File: src/rtl/sid_pkg.sv
// Package sid_pkg
// Holds the types and defaults shared by the serial identifier responder.
// Assumes the identifier has at least two bits.
package sid_pkg;
    localparam int unsigned SID_BITS_DEFAULT = 4;

    // Phase of the responder: idle or sending identifier bits.
    typedef enum logic {
        PH_IDLE = 1'b0,
        PH_SEND = 1'b1
    } sid_phase_e;
endpackage

File: src/rtl/sid_seq.sv
// Module sid_seq
// Holds the state of the responder: the phase, plus the index of the bit now
// being sent. It leaves idle on a sampled request, steps one bit per cycle,
// and after the last bit goes back to idle whatever the request does.
// Assumes ID_BITS >= 2. Reset is synchronous and active low.
module sid_seq
    import sid_pkg::*;
#(
    parameter int unsigned ID_BITS = SID_BITS_DEFAULT,
    localparam int unsigned IW = $clog2(ID_BITS)
) (
    input  logic          clk,
    input  logic          rst_n,
    input  logic          req,
    output sid_phase_e    phase,
    output logic [IW-1:0] idx
);
    localparam logic [IW-1:0] LAST_IDX = IW'(ID_BITS - 1);

    sid_phase_e    phase_q, phase_d;
    logic [IW-1:0] idx_q, idx_d;

    // Next state: leave idle on a request, step through the bits, always return to idle.
    always_comb begin
        phase_d = phase_q;
        idx_d   = idx_q;
        unique case (phase_q)
            PH_IDLE: begin
                idx_d = '0;
                if (req) phase_d = PH_SEND;
            end
            PH_SEND: begin
                if (idx_q == LAST_IDX) begin
                    phase_d = PH_IDLE;
                    idx_d   = '0;
                end else begin
                    idx_d = idx_q + 1'b1;
                end
            end
            default: begin
                phase_d = PH_IDLE;
                idx_d   = '0;
            end
        endcase
    end

    // State register with synchronous active-low reset to idle.
    always_ff @(posedge clk) begin
        if (!rst_n) begin
            phase_q <= PH_IDLE;
            idx_q   <= '0;
        end else begin
            phase_q <= phase_d;
            idx_q   <= idx_d;
        end
    end

    assign phase = phase_q;
    assign idx   = idx_q;
endmodule

File: src/rtl/sid_decode.sv
// Module sid_decode
// Moore output decode. Each transmit state carries one fixed identifier bit.
// Position 0 is the highest bit of ID_VALUE. Both outputs are 0 while idle.
// Assumes idx stays below ID_BITS while phase is PH_SEND.
module sid_decode
    import sid_pkg::*;
#(
    parameter int unsigned ID_BITS = SID_BITS_DEFAULT,
    parameter logic [ID_BITS-1:0] ID_VALUE = 4'b1101,
    localparam int unsigned IW = $clog2(ID_BITS)
) (
    input  sid_phase_e    phase,
    input  logic [IW-1:0] idx,
    output logic          id_bit,
    output logic          id_valid
);
    logic [ID_BITS-1:0] state_hit;
    logic [ID_BITS-1:0] state_bit;

    // One decoder per transmit state, each with its identifier bit fixed at build time.
    for (genvar g = 0; g < ID_BITS; g++) begin : g_state
        assign state_hit[g] = (phase == PH_SEND) && (idx == IW'(g));
        assign state_bit[g] = ID_VALUE[ID_BITS-1-g];
    end

    // Merge the per-state bits into the serial output.
    always_comb begin
        id_bit   = |(state_hit & state_bit);
        id_valid = (phase == PH_SEND);
    end
endmodule

File: src/rtl/serial_id_responder.sv
// Module serial_id_responder
// Top level. After a sampled request it sends a fixed identifier bit-serially,
// highest bit first, with a framing strobe. It does not look at requests
// while a transmission is running.
// Assumes a single clock and a synchronous active-low reset.
module serial_id_responder
    import sid_pkg::*;
#(
    parameter int unsigned ID_BITS = SID_BITS_DEFAULT,
    parameter logic [ID_BITS-1:0] ID_VALUE = 4'b1101
) (
    input  logic clk,
    input  logic rst_n,
    input  logic req,
    output logic id_bit,
    output logic id_valid
);
    localparam int unsigned IW = $clog2(ID_BITS);

    sid_phase_e    phase;
    logic [IW-1:0] idx;

    // Sequencer: phase and bit index.
    sid_seq #(.ID_BITS(ID_BITS)) u_seq (
        .clk   (clk),
        .rst_n (rst_n),
        .req   (req),
        .phase (phase),
        .idx   (idx)
    );

    // Output decode from the state.
    sid_decode #(.ID_BITS(ID_BITS), .ID_VALUE(ID_VALUE)) u_dec (
        .phase    (phase),
        .idx      (idx),
        .id_bit   (id_bit),
        .id_valid (id_valid)
    );
endmodule

File: config.mk
export PLATFORM = sky130hd
export DESIGN_NAME = serial_id_responder
export DESIGN_NICKNAME = d
export VERILOG_FILES = /design/src/rtl/sid_pkg.sv /design/src/rtl/sid_seq.sv /design/src/rtl/sid_decode.sv /design/src/rtl/serial_id_responder.sv
export SDC_FILE = /design/constraint.sdc
export NUM_CORES = 1
export LEC_CHECK = 0
export BUFFER_PORTS_ARGS = -buffer_cell sky130_fd_sc_hd__buf_4
export CAP_MARGIN = 20
export CORE_AREA = 2 2 39 41
export CTS_BUF_LIST = sky130_fd_sc_hd__clkbuf_4 sky130_fd_sc_hd__clkbuf_8 sky130_fd_sc_hd__clkbuf_16
export DETAILED_ROUTE_END_ITERATION = 16
export DIE_AREA = 0 0 41 43
export GPL_TIMING_DRIVEN = 1
export PLACE_DENSITY = 0.36
export RECOVER_POWER = 100
export SYNTH_ARGS = -nofsm -noshare
export SYNTH_HDL_FRONTEND = slang
export SYNTH_SLANG_ARGS = --single-unit
File: constraint.sdc
create_clock -name clk -period 1.7 [get_ports clk]
set_clock_uncertainty 0.15 [all_clocks]
set_input_delay 0.34 -clock clk [delete_from_list [all_inputs] [get_ports clk]]
set_output_delay 0.34 -clock clk [all_outputs]
set_load 0.05 [all_outputs]
Word-level counts from Yosys, hierarchy flattened

Cells that the tools add are included.
Widths: inputs -> output; s select.

Logic and storage cells: 16
Input port bits: 3
Output and inout bits: 2
Register bits after elaboration: 3

Mux-type cells: 5
Bitwise logic cells: 1
Equal/unequal tests: 2
Reduce and logical (&&, ||, !) cells: 5
Add/subtract/negate cells: 1

Operators with widths:

| cell                | number |
|---|---|
| $pmux 2 s2          | 1 |
| $logic_and 1x1->1   | 3 |
| $reduce_or 3->1     | 1 |
| $add 2x1->2 const B | 1 |
| $eq 2x1->1 const B  | 1 |
| $eq 2x2->1 const B  | 1 |
| $logic_not 2->1     | 1 |
| $mux 1              | 2 |
| $mux 2              | 1 |
| $pmux 1 s2          | 1 |
| $not 1->1           | 1 |

Longest topological paths before layout

Gate-level depths: netlist (run 1).

Depth after elaboration: 3
Mapped depth: 3
Depth with buffers taken out: 3

Modules after synthesis

Synthesis (run 1) repeated with hierarchy kept, for this count alone.

Cell total of the unflattened synthesis: 13
Area total of the unflattened synthesis: 132.6 sq um

By module, submodules not included:

| module     | area an instance (sq um) | cells an instance | sequential area each (sq um) | instances |
|---|---|---|---|---|
| sid_seq    | 113.9                    | 10                | 60.1                         | 1 |
| sid_decode | 18.8                     | 3                 | 0.0                          | 1 |

Worst setup path after synthesis (run 1)

No wires, ideal clock.

Path type: flip-flop to output port
Start: reg u_seq.phase_q (netlist: u_seq.phase)
End: out id_bit
Arrival time: 1.245 ns
Slack: -0.035 ns
Stages on the path, launching flop included: 2
Path buffers: 0
Required time: 1.210 ns
Cells stage by stage: dfxtp_1 > o31a_1

Word-level cells in the longest chain between the ends: 2
Elaborated cells between the ends (all ways): 4
Those cells by class: reduce/logical (4)

RTL lines:

| item                   | RTL line                  | source |
|---|---|---|
| start, declared        | sid_seq.sv:20             | `sid_phase_e phase_q, phase_d;` |
| start signal, assigned | sid_seq.sv:53             | `phase_q <= phase_d;` |
| $logic_and 1x1->1      | sid_decode.sv:22          | `assign state_hit[g] = (phase == PH_SEND) && (idx == IW'(g));` |
| $reduce_or 3->1 (*)    | sid_decode.sv:28          | `id_bit = \|(state_hit & state_bit);` |
| end, declared          | serial_id_responder.sv:15 | `output logic id_bit,` |

Every way passes the cells marked *; elsewhere a longest branch is shown, timed or not.

Final worst setup path (run 1)

Start: reg u_seq.idx_q[1] (netlist: u_seq.idx[1])
End: out id_bit

Word-level cells in the longest chain between the ends: 3
Elaborated cells between the ends (all ways): 7
Those cells by class: eq/ne (2); reduce/logical (5)

RTL lines:

| item                               | RTL line         | source |
|---|---|---|
| start, declared                    | sid_seq.sv:21    | `logic [IW-1:0] idx_q, idx_d;` |
| start signal, assigned             | sid_seq.sv:54    | `idx_q <= idx_d;` |
| $eq 2x1->1 (tied with other cells) | sid_decode.sv:22 |  |
| $logic_and 1x1->1                  | sid_decode.sv:22 |  |
| $reduce_or 3->1 (*)                | sid_decode.sv:28 |  |

Marked as above.

==> impl_metrics.yaml, run 1 <==
status:
  run_status: "finished, violations left"
  violations: "setup timing"
run:
  maxCapViolations: 0
final_layout:
  area.growth.synth_to_final_pct: 76.3
  number_of_antenna_repair_diodes: 0
  share_of_final_layout_standard_cells_stronger_than_drive_strength_1_pct: 87.0
  layoutNonFillerInstCount: 39
  finish.net_count: 30
grt:
  grt_pass1_wl_um: 621
  grt_pass1_vias: 167
  number_of_antenna_violations_at_the_first_check_in_global_routing: 0
  grt.overflow.total: 0
  largest_net_degree_at_the_start_of_global_routing: 6
  track_usage_pct: 5.91
cts:
  clock_tree.root_cell: "sky130_fd_sc_hd__clkbuf_4"
  cts_made_buffers: 3
  cts_tree: "done"
  worstSkewPairLatency_ns: 0.23
  post_cts_clock_slew_at_the_launch_and_capture_registers_of_the_worst_setup_and_hold_paths_ns: 0.04
  cts_max_path_buffers: 2
  number_of_sinks_handled_by_clock_tree_synthesis: 3
  cts_hold_buffers: 0
  htreeDepth: 1
sta:
  tightestPinTransition_ns: 0.275
  finalSetupViolCount: 1
  fin_hold_ws_ns: 0.212
  max_slew_margin_pct: 81.7
  hold_viol_final: 0
  timing.fmax_ghz: 0.571
  unrepaired_setup_endpoints_after_global_routing: "true"
  fin_crit_ns: 1.75
  slew_violations: 0
  min_setup_slack_post_route_ns: -0.0501
  fin_crit_sh_pct: 103
route:
  dr_total_vias: 131
  initial_drt_pass_iterations: 1
  detail_route.wirelength_um: 359
  drtIter0Drc: 0
  route.detailed.wl_per_inst_um: 9.21
  count_of_nets_left_with_antenna_violations_after_detail_routing: 0
  drc: 0
  vias_per_std_cell: 3.36
logic_synthesis:
  syn_area_per_cell_um2: 12.1
  synth-seq-cells: 3
  yosys_warnings: 0
  synth_cell_types: 9
  synth_enable_flop_cells: 0
  synth_async_sr_flop_share_pct: 0
  synth_seq_area_share_pct: 35.6
  synth.top_cell.area_share_pct: 35.6
  netlist.top_cell.by_area: "sky130_fd_sc_hd__dfxtp_1"
  synthesis.instances: 14
  post_synth_instance_area_um2: 169
  post_synth_main_area_contributors: "sky130_fd_sc_hd__dfxtp_1, sky130_fd_sc_hd__ha_1, sky130_fd_sc_hd__nand2b_4"
  synth.net_count: 20
  top_post_synthesis_cells_by_count: "sky130_fd_sc_hd__dfxtp_1, sky130_fd_sc_hd__ha_1, sky130_fd_sc_hd__inv_1"
  ys_dominant_reg_cell: "sky130_fd_sc_hd__dfxtp_1"
die:
  effective_utilization_at_floorplan_pct: 12.2
  floorplan.io_pins: 5
  fp.dieH_um: 43
  die_width_um: 41
  floorplan.core_area_um2: 1380
  die_area_um2: 1760
  std_cell_rows: 14
place:
  dp_hpwl_um: 238
  preCtsSetupSlack_ns: 0.0725
  gp_congestion: 0.619
  post-place-cells: 34
  io_buffers: 4
setup_path:
  r2r_slack_ns: 0.52
  critical_path.n_buffers_inverters: 2
  worst_ep_arrival_time_ns: 1.26
  crit_slowest_cell: "sky130_fd_sc_hd__dfxtp_2"
  worst-path-stages: 4
  worst_setup_path_end_kind: "output pin"
  timing.critical_path.cells: "inv_2, ha_4, o31a_4, buf_8"
  worstReg2RegStart: "u_seq.idx[0]"
  timing_startpoint_of_the_critical_path: "u_seq.idx[1]"
  last_element_of_the_critical_path: "id_bit"
  crit_path_start_kind: "register"
  critPathTopFamily: "flip-flops"
  critPathMaxStageDelay_ns: 0.35
  worstRegToRegCells: 3
  timing.critical_path.fanout_max: 2
  worstReg2RegEnd: "u_seq.idx[1]"
  timing.critical_path.required_ns: 1.21
  timing_worst_setup_path_type: "register to output pin"
min_path:
  worstHoldPathType: "primary input to register"
  min-delay-start: "rst_n"
power:
  cellLeakagePower_nw: 0.116
  total_power_mw: 0.269
  vdd.ir_drop.worst_mv: 0.240
  power.density_cell_area_nw_per_um2: 903
worst reg2reg max path: stages, from the launching register on:
cell and delay (ns):
sky130_fd_sc_hd__dfxtp_4 0.38, sky130_fd_sc_hd__inv_2 0.04, sky130_fd_sc_hd__ha_2 0.26, sky130_fd_sc_hd__and4b_2 0.24
layout by cell type, fill, tap and decap left out:
| cell | netlist | routed |
|---|---|---|
| sky130_fd_sc_hd__buf_4 | 0 | 3 |
| sky130_fd_sc_hd__dfxtp_1 | 3 | 1 |
| sky130_fd_sc_hd__dfxtp_4 | 0 | 1 |
| sky130_fd_sc_hd__ha_4 | 0 | 2 |
| sky130_fd_sc_hd__buf_8 | 0 | 1 |
| sky130_fd_sc_hd__ha_2 | 0 | 1 |
| sky130_fd_sc_hd__clkbuf_4 | 0 | 4 |
| sky130_fd_sc_hd__clkbuf_2 | 0 | 1 |
| sky130_fd_sc_hd__nand2b_4 | 1 | 1 |
| sky130_fd_sc_hd__nor3b_1 | 0 | 1 |
| sky130_fd_sc_hd__nand2b_1 | 1 | 1 |
| sky130_fd_sc_hd__inv_2 | 0 | 2 |
| sky130_fd_sc_hd__a21boi_2 | 1 | 1 |
| sky130_fd_sc_hd__o31a_4 | 0 | 1 |
| sky130_fd_sc_hd__and4b_2 | 1 | 1 |
| sky130_fd_sc_hd__dfxtp_2 | 0 | 1 |
stage by stage:
| step | setup TNS (ns) | instance area, um2 | utilization, % |
|---|---|---|---|
| 2_1_floorplan | 0 | 170 | - |
| 3_3_place_gp | 0 | 220 | 15.9 |
| 3_5_place_dp | 0 | 220 | 15.9 |
| 4_1_cts | -0.0614 | 285 | 20.6 |
| 5_1_grt | -0.0783 | 298 | 21.5 |
| 6_report | -0.0501 | 298 | 21.5 |
sequential cells by signal (all words and copies together) (netlist names):
register     cells
u_seq.phase      1
u_seq.idx        2
layout make-up:
cell class	instances	area, um2
inverters	2	7.51
fillers	146	1090
repair buffers	5	42.5
well taps	16	20.0
clock buffers	4	30.0
multi-input cells	9	133
flip-flops and latches	3	65.1
logic make-up after synthesis:
family                   after synthesis  synth area share (%)
adder cells (fa/ha/maj)                3                  22.2
AO/OA/AOI/OAI                          2                  11.9
flip-flops                             3                  35.6
AND/OR/NAND/NOR                        4                  25.9
buffers and inverters                  2                  4.45
worst min path at each step:
stage | to | slack [ns] | cells after the start
floorplan | u_seq.idx[0] | 0.31 | 1
global placement | u_seq.idx[0] | 0.34 | 1
detailed placement | u_seq.idx[0] | 0.35 | 1
CTS | u_seq.phase | 0.20 | 2
global route | u_seq.phase | 0.23 | 2
finish | u_seq.phase | 0.21 | 2
where the power goes:
group | switching [mW] | internal [mW] | total, mW
registers | 0.00758 | 0.0743 | 0.0818
clock network | 0.0350 | 0.104 | 0.139
logic | 0.0251 | 0.0230 | 0.0482
timing repair:
action                     4_1_cts  5_1_grt
resized for setup               10        3
pin swaps                        1        0
setup buffers                    1        0
setup endpoints to repair        1        1
hold endpoints to repair         0        0
routing by layer:
layer / vias up / global-route usage [%] / share of wire, %
met5: - / 0 / 0
met4: 0 / 8.00 / 0
met3: 0 / 1.57 / 7.5
met2: 5 / 8.13 / 50
met1: 62 / 5.75 / 42
li1: 64 / - / -
No activity file was read; power rests on OpenSTA's default activity.
==> inputs of run 2 (changes only) <==
SETUP_SLACK_MARGIN = 0.1   (was unset)
==> run 2 against run 1 <==
Compared with the run above:
- the flow still finishes with violations (setup timing)
- maximum frequency decreased by 0.25%
- first-iteration DRC count unchanged
- hold slack got worse by 0.0022 ns
- critical path depth did not move
- critical path type unchanged
- critical endpoint unchanged
- highest routed layer unchanged
==> impl_metrics.yaml, run 2 (synthesis gave the netlist of run 1 again) <==
grt:
  grt.overflow.total: 0
  use_met3_pct: 4.71
  grt_util_met1_pct: 6.39
  number_of_antenna_violations_at_the_first_check_in_global_routing: 0
  busiest_layer: "met1"
  track_usage_pct: 5.21
  grtUsageMet2_pct: 5.31
  largest_net_degree_at_the_start_of_global_routing: 6
  grt_pass1_wl_um: 538
  grt_pass1_vias: 143
cts:
  htreeDepth: 1
  cts_made_buffers: 3
  post_cts_clock_slew_at_the_launch_and_capture_registers_of_the_worst_setup_and_hold_paths_ns: 0.04
  cts_max_path_buffers: 2
  number_of_sinks_handled_by_clock_tree_synthesis: 3
  clock_tree.root_cell: "sky130_fd_sc_hd__clkbuf_4"
  cts_tree: "done"
  worstSkewPairLatency_ns: 0.23
setup_path:
  timing.critical_path.cells: "inv_4, ha_4, o31a_4, buf_8"
  timing.critical_path.required_ns: 1.21
  critPathTopFamily: "flip-flops"
  worstRegToRegCells: 3
  timing.critical_path.fanout_max: 4
  crit_path_start_kind: "register"
  critPathMaxStageDelay_ns: 0.38
  crit_slowest_cell: "sky130_fd_sc_hd__dfxtp_4"
  critical_path.n_buffers_inverters: 2
  r2r_slack_ns: 0.58
  worst-path-stages: 4
  worst_ep_arrival_time_ns: 1.26
  timing_worst_setup_path_type: "register to output pin"
  worst_setup_path_end_kind: "output pin"
sta:
  max_slew_margin_pct: 90.4
  finalSetupTns_ns: -0.0544
  slew_violations: 0
  timing.fmax_ghz: 0.570
  min_setup_slack_post_route_ns: -0.0544
  fin_crit_sh_pct: 103
  unrepaired_setup_endpoints_after_global_routing: "true"
  tightestPinTransition_ns: 0.146
  fin_crit_ns: 1.75
  hold_viol_final: 0
  finalSetupViolCount: 1
final_layout:
  mostFrequentLayoutCells: "sky130_fd_sc_hd__clkbuf_4, sky130_fd_sc_hd__buf_4, sky130_fd_sc_hd__ha_4, sky130_fd_sc_hd__dfxtp_2"
  finish.utilization_pct: 22.2
  number_of_antenna_repair_diodes: 0
  share_of_final_layout_standard_cells_stronger_than_drive_strength_1_pct: 91.3
  layout_fillers: 155
  final_design_area_no_fill_um2: 307
  finish.net_count: 30
  area.growth.synth_to_final_pct: 81.5
  layoutNonFillerInstCount: 39
  largest_reg_flops: 2
place:
  dpl-instance-area_um2: 221
  dp_hpwl_um: 213
  preCtsSetupSlack_ns: 0.0764
  io_buffers: 4
  gp_congestion: 0.668
  post-place-cells: 34
die:
  die_area_um2: 1760
  effective_utilization_at_floorplan_pct: 12.2
  std_cell_rows: 14
  floorplan.core_area_um2: 1380
  floorplan.io_pins: 5
  fp.dieH_um: 43
  die_width_um: 41
route:
  initial_drt_pass_iterations: 1
  count_of_nets_left_with_antenna_violations_after_detail_routing: 0
  route.detailed.wl_per_inst_um: 8.26
  dr_total_vias: 132
  drc: 0
  vias_per_std_cell: 3.38
  drtIter0Drc: 0
  detail_route.wirelength_um: 322
power:
  cellLeakagePower_nw: 0.121
  power.density_cell_area_nw_per_um2: 885
  vdd.ir_drop.worst_mv: 0.259
status:
  run_status: "finished, violations left"
  violations: "setup timing"
min_path:
  worstHoldPathType: "primary input to register"
  hold_path_depth: 2
run:
  maxCapViolations: 0
-- run 2: layout make-up --
class	instances	area, um2	area share (%)
multi-input cells	9	135	44.1
repair buffers	5	45.0	14.7
clock buffers	4	30.0	9.80
flip-flops and latches	3	66.3	21.6
inverters	2	10.0	3.27
well taps	16	20.0	6.53
-- run 2: path summary, 6_finish.rpt --
path | start | endpoint
min reg2reg | u_seq.phase | u_seq.idx[0]
max reg2reg | u_seq.idx[1] | u_seq.idx[1]
min | rst_n | u_seq.phase
max | u_seq.idx[0] | id_bit
-- run 2: power breakdown --
part	total [mW]	switching [mW]	internal (mW)
clock network	0.139	0.0350	0.104
registers	0.0818	0.00711	0.0747
logic	0.0509	0.0255	0.0254
total	0.271	0.0676	0.204
-- run 2: repair_timing --
action,CTS,global route
endpoints found under the hold margin,0,0
setup buffers,1,0
setup endpoints to repair,1,1
cloned,0,0
resized for setup,7,6
hold buffers,0,0
pin swaps,1,2
-- run 2: metal layers --
metal	part of all wire, %	up-vias
li1	-	65
met1	44	60
met2	42	7
met3	13	0
met4	0	0
met5	0	-
-- run 2: stage by stage --
step,total power [mW],hold WS [ns]
floorplan,0.109,0.312
global placement,0.121,0.322
detailed placement,0.122,0.335
CTS,0.274,0.207
global route,0.293,0.221
finish,0.271,0.209
==> inputs of run 3 (changes only) <==
ABC_CLOCK_PERIOD_IN_PS = 1700   (was unset)
CTS_BUF_LIST = unset   (was sky130_fd_sc_hd__clkbuf_4 sky130_fd_sc_hd__clkbuf_8 sky130_fd_sc_hd__clkbuf_16)
GPL_ROUTABILITY_DRIVEN = 0   (was unset)
==> run 3 against run 2 <==
Compared with the run above:
- the run still ends with setup timing left
- clock power shrank 12%
- die area is the same
- critical path depth is the same
- worst setup slack lost 0.0021 ns
- power shrank 5.8%
- design area shrank 1.2%
- maximum frequency shrank 0.12%
- sequential share of layout area grew 0.27 points
- highest routed layer unchanged
==> impl_metrics.yaml, run 3 (synthesis gave the netlist of run 1 again) <==
power:
  cellLeakagePower_nw: 0.118
  power.density_cell_area_nw_per_um2: 845
  total_power_mw: 0.256
  vdd.ir_drop.worst_mv: 0.276
route:
  detail_route.wirelength_um: 313
  vias_per_std_cell: 3.31
  route.detailed.wl_per_inst_um: 8.03
  drc: 0
  initial_drt_pass_iterations: 1
  drtIter0Drc: 0
  count_of_nets_left_with_antenna_violations_after_detail_routing: 0
  dr_total_vias: 129
grt:
  grt.overflow.total: 0
  grt_pass1_vias: 152
  number_of_antenna_violations_at_the_first_check_in_global_routing: 0
  track_usage_pct: 5.42
  largest_net_degree_at_the_start_of_global_routing: 6
  grt_pass1_wl_um: 558
cts:
  post_cts_clock_slew_at_the_launch_and_capture_registers_of_the_worst_setup_and_hold_paths_ns: 0.04
  number_of_sinks_handled_by_clock_tree_synthesis: 3
  cts_tree: "done"
  worstSkewPairLatency_ns: 0.23
  clock_tree.root_cell: "sky130_fd_sc_hd__clkbuf_4"
  cts_hold_buffers: 0
  cts_max_path_buffers: 2
  cts_made_buffers: 3
  htreeDepth: 1
final_layout:
  final_common_cell: "sky130_fd_sc_hd__buf_4"
  share_of_final_layout_standard_cells_stronger_than_drive_strength_1_pct: 87.0
  finish.net_count: 30
  largest_reg_flops: 2
  layoutNonFillerInstCount: 39
  number_of_antenna_repair_diodes: 0
  area.growth.synth_to_final_pct: 79.3
  mostFrequentLayoutCells: "sky130_fd_sc_hd__buf_4, sky130_fd_sc_hd__clkbuf_4, sky130_fd_sc_hd__ha_4, sky130_fd_sc_hd__dfxtp_2"
setup_path:
  critPathMaxStageDelay_ns: 0.38
  worst_setup_path_end_kind: "output pin"
  crit_path_start_kind: "register"
  timing.critical_path.required_ns: 1.21
  timing.critical_path.fanout_max: 4
  timing_worst_setup_path_type: "register to output pin"
  crit_slowest_cell: "sky130_fd_sc_hd__dfxtp_4"
  timing.critical_path.cells: "inv_4, ha_4, o31a_4, buf_8"
  worst_ep_arrival_time_ns: 1.27
die:
  floorplan.core_area_um2: 1380
  effective_utilization_at_floorplan_pct: 12.2
  floorplan.io_pins: 5
  fp.dieH_um: 43
  die_width_um: 41
  die_area_um2: 1760
  std_cell_rows: 14
sta:
  fin_crit_ns: 1.76
  unrepaired_setup_endpoints_after_global_routing: "true"
  min_setup_slack_post_route_ns: -0.0565
  slew_violations: 0
  tightestPinTransition_ns: 0.146
  hold_viol_final: 0
  finalSetupTns_ns: -0.0565
  fin_crit_sh_pct: 103
  timing.fmax_ghz: 0.569
  max_slew_margin_pct: 90.4
  finalSetupViolCount: 1
min_path:
  worstHoldPathType: "primary input to register"
status:
  run_status: "finished, violations left"
  violations: "setup timing"
place:
  dp_hpwl_um: 213
  io_buffers: 4
  post-place-cells: 34
  preCtsSetupSlack_ns: 0.0764
run:
  maxCapViolations: 0
==> run 3: cell count changes in the layout (fill, tap and decap cells not counted) <==
cell / change
sky130_fd_sc_hd__clkbuf_1: +1
sky130_fd_sc_hd__clkbuf_4: -1
==> run 3: power by group <==
group	leakage (nW)	internal, mW	switching (mW)	total (mW)
logic	0.0766	0.0254	0.0254	0.0508
registers	0.0261	0.0747	0.00719	0.0819
clock network	0.0150	0.0879	0.0353	0.123
==> run 3: path summary, 6_finish.rpt <==
kind,startpoint,to,slack [ns],cells after the start
min,rst_n,u_seq.phase,0.21,2
max,u_seq.idx[0],id_bit,-0.06,4
max reg2reg,u_seq.idx[1],u_seq.idx[1],0.58,3
min reg2reg,u_seq.phase,u_seq.idx[0],0.35,2
==> run 3: critical path, delay by kind of cell (launching register included) <==
kind / cells / cell delay, ns
flops: 1 / 0.38
compound gates: 1 / 0.33
buf+inv: 2 / 0.19
fa+ha+maj: 1 / 0.14
==> run 3: layout make-up <==
class / count / area, um2
Inverter: 2 / 10.0
Tap cell: 16 / 20.0
Timing Repair Buffer: 5 / 45.0
Sequential cell: 3 / 66.3
Multi-Input combinational cell: 9 / 135
Fill cell: 152 / 1080
Clock buffer: 4 / 26.3
==> run 3: per-layer routing <==
metal | part of all wire (%) | track usage (%) | wire [um] | vias to the layer above
met5 | 0 | 0 | 0 | -
met4 | 0 | 4.00 | 0 | 0
met3 | 13 | 4.71 | 42 | 0
met2 | 43 | 5.94 | 134 | 7
met1 | 43 | 6.41 | 136 | 57
li1 | - | - | - | 65
==> run 3: what timing repair did <==
| item | 4_1_cts | 5_1_grt |
|---|---|---|
| buffers inserted | 1 | 0 |
| setup endpoints to repair | 1 | 1 |
| pin swaps | 1 | 2 |
| endpoints found under the hold margin | 0 | 0 |
| gates resized for setup | 7 | 6 |
==> run 3: metrics by stage <==
step / instance area (um2) / utilization, % / hold slack [ns]
4_1_cts: 270 / 19.5 / 0.207
6_report: 303 / 21.9 / 0.209
5_1_grt: 303 / 21.9 / 0.221
3_5_place_dp: 221 / 16.0 / 0.335
2_1_floorplan: 171 / - / 0.312
3_3_place_gp: 221 / 16.0 / 0.322
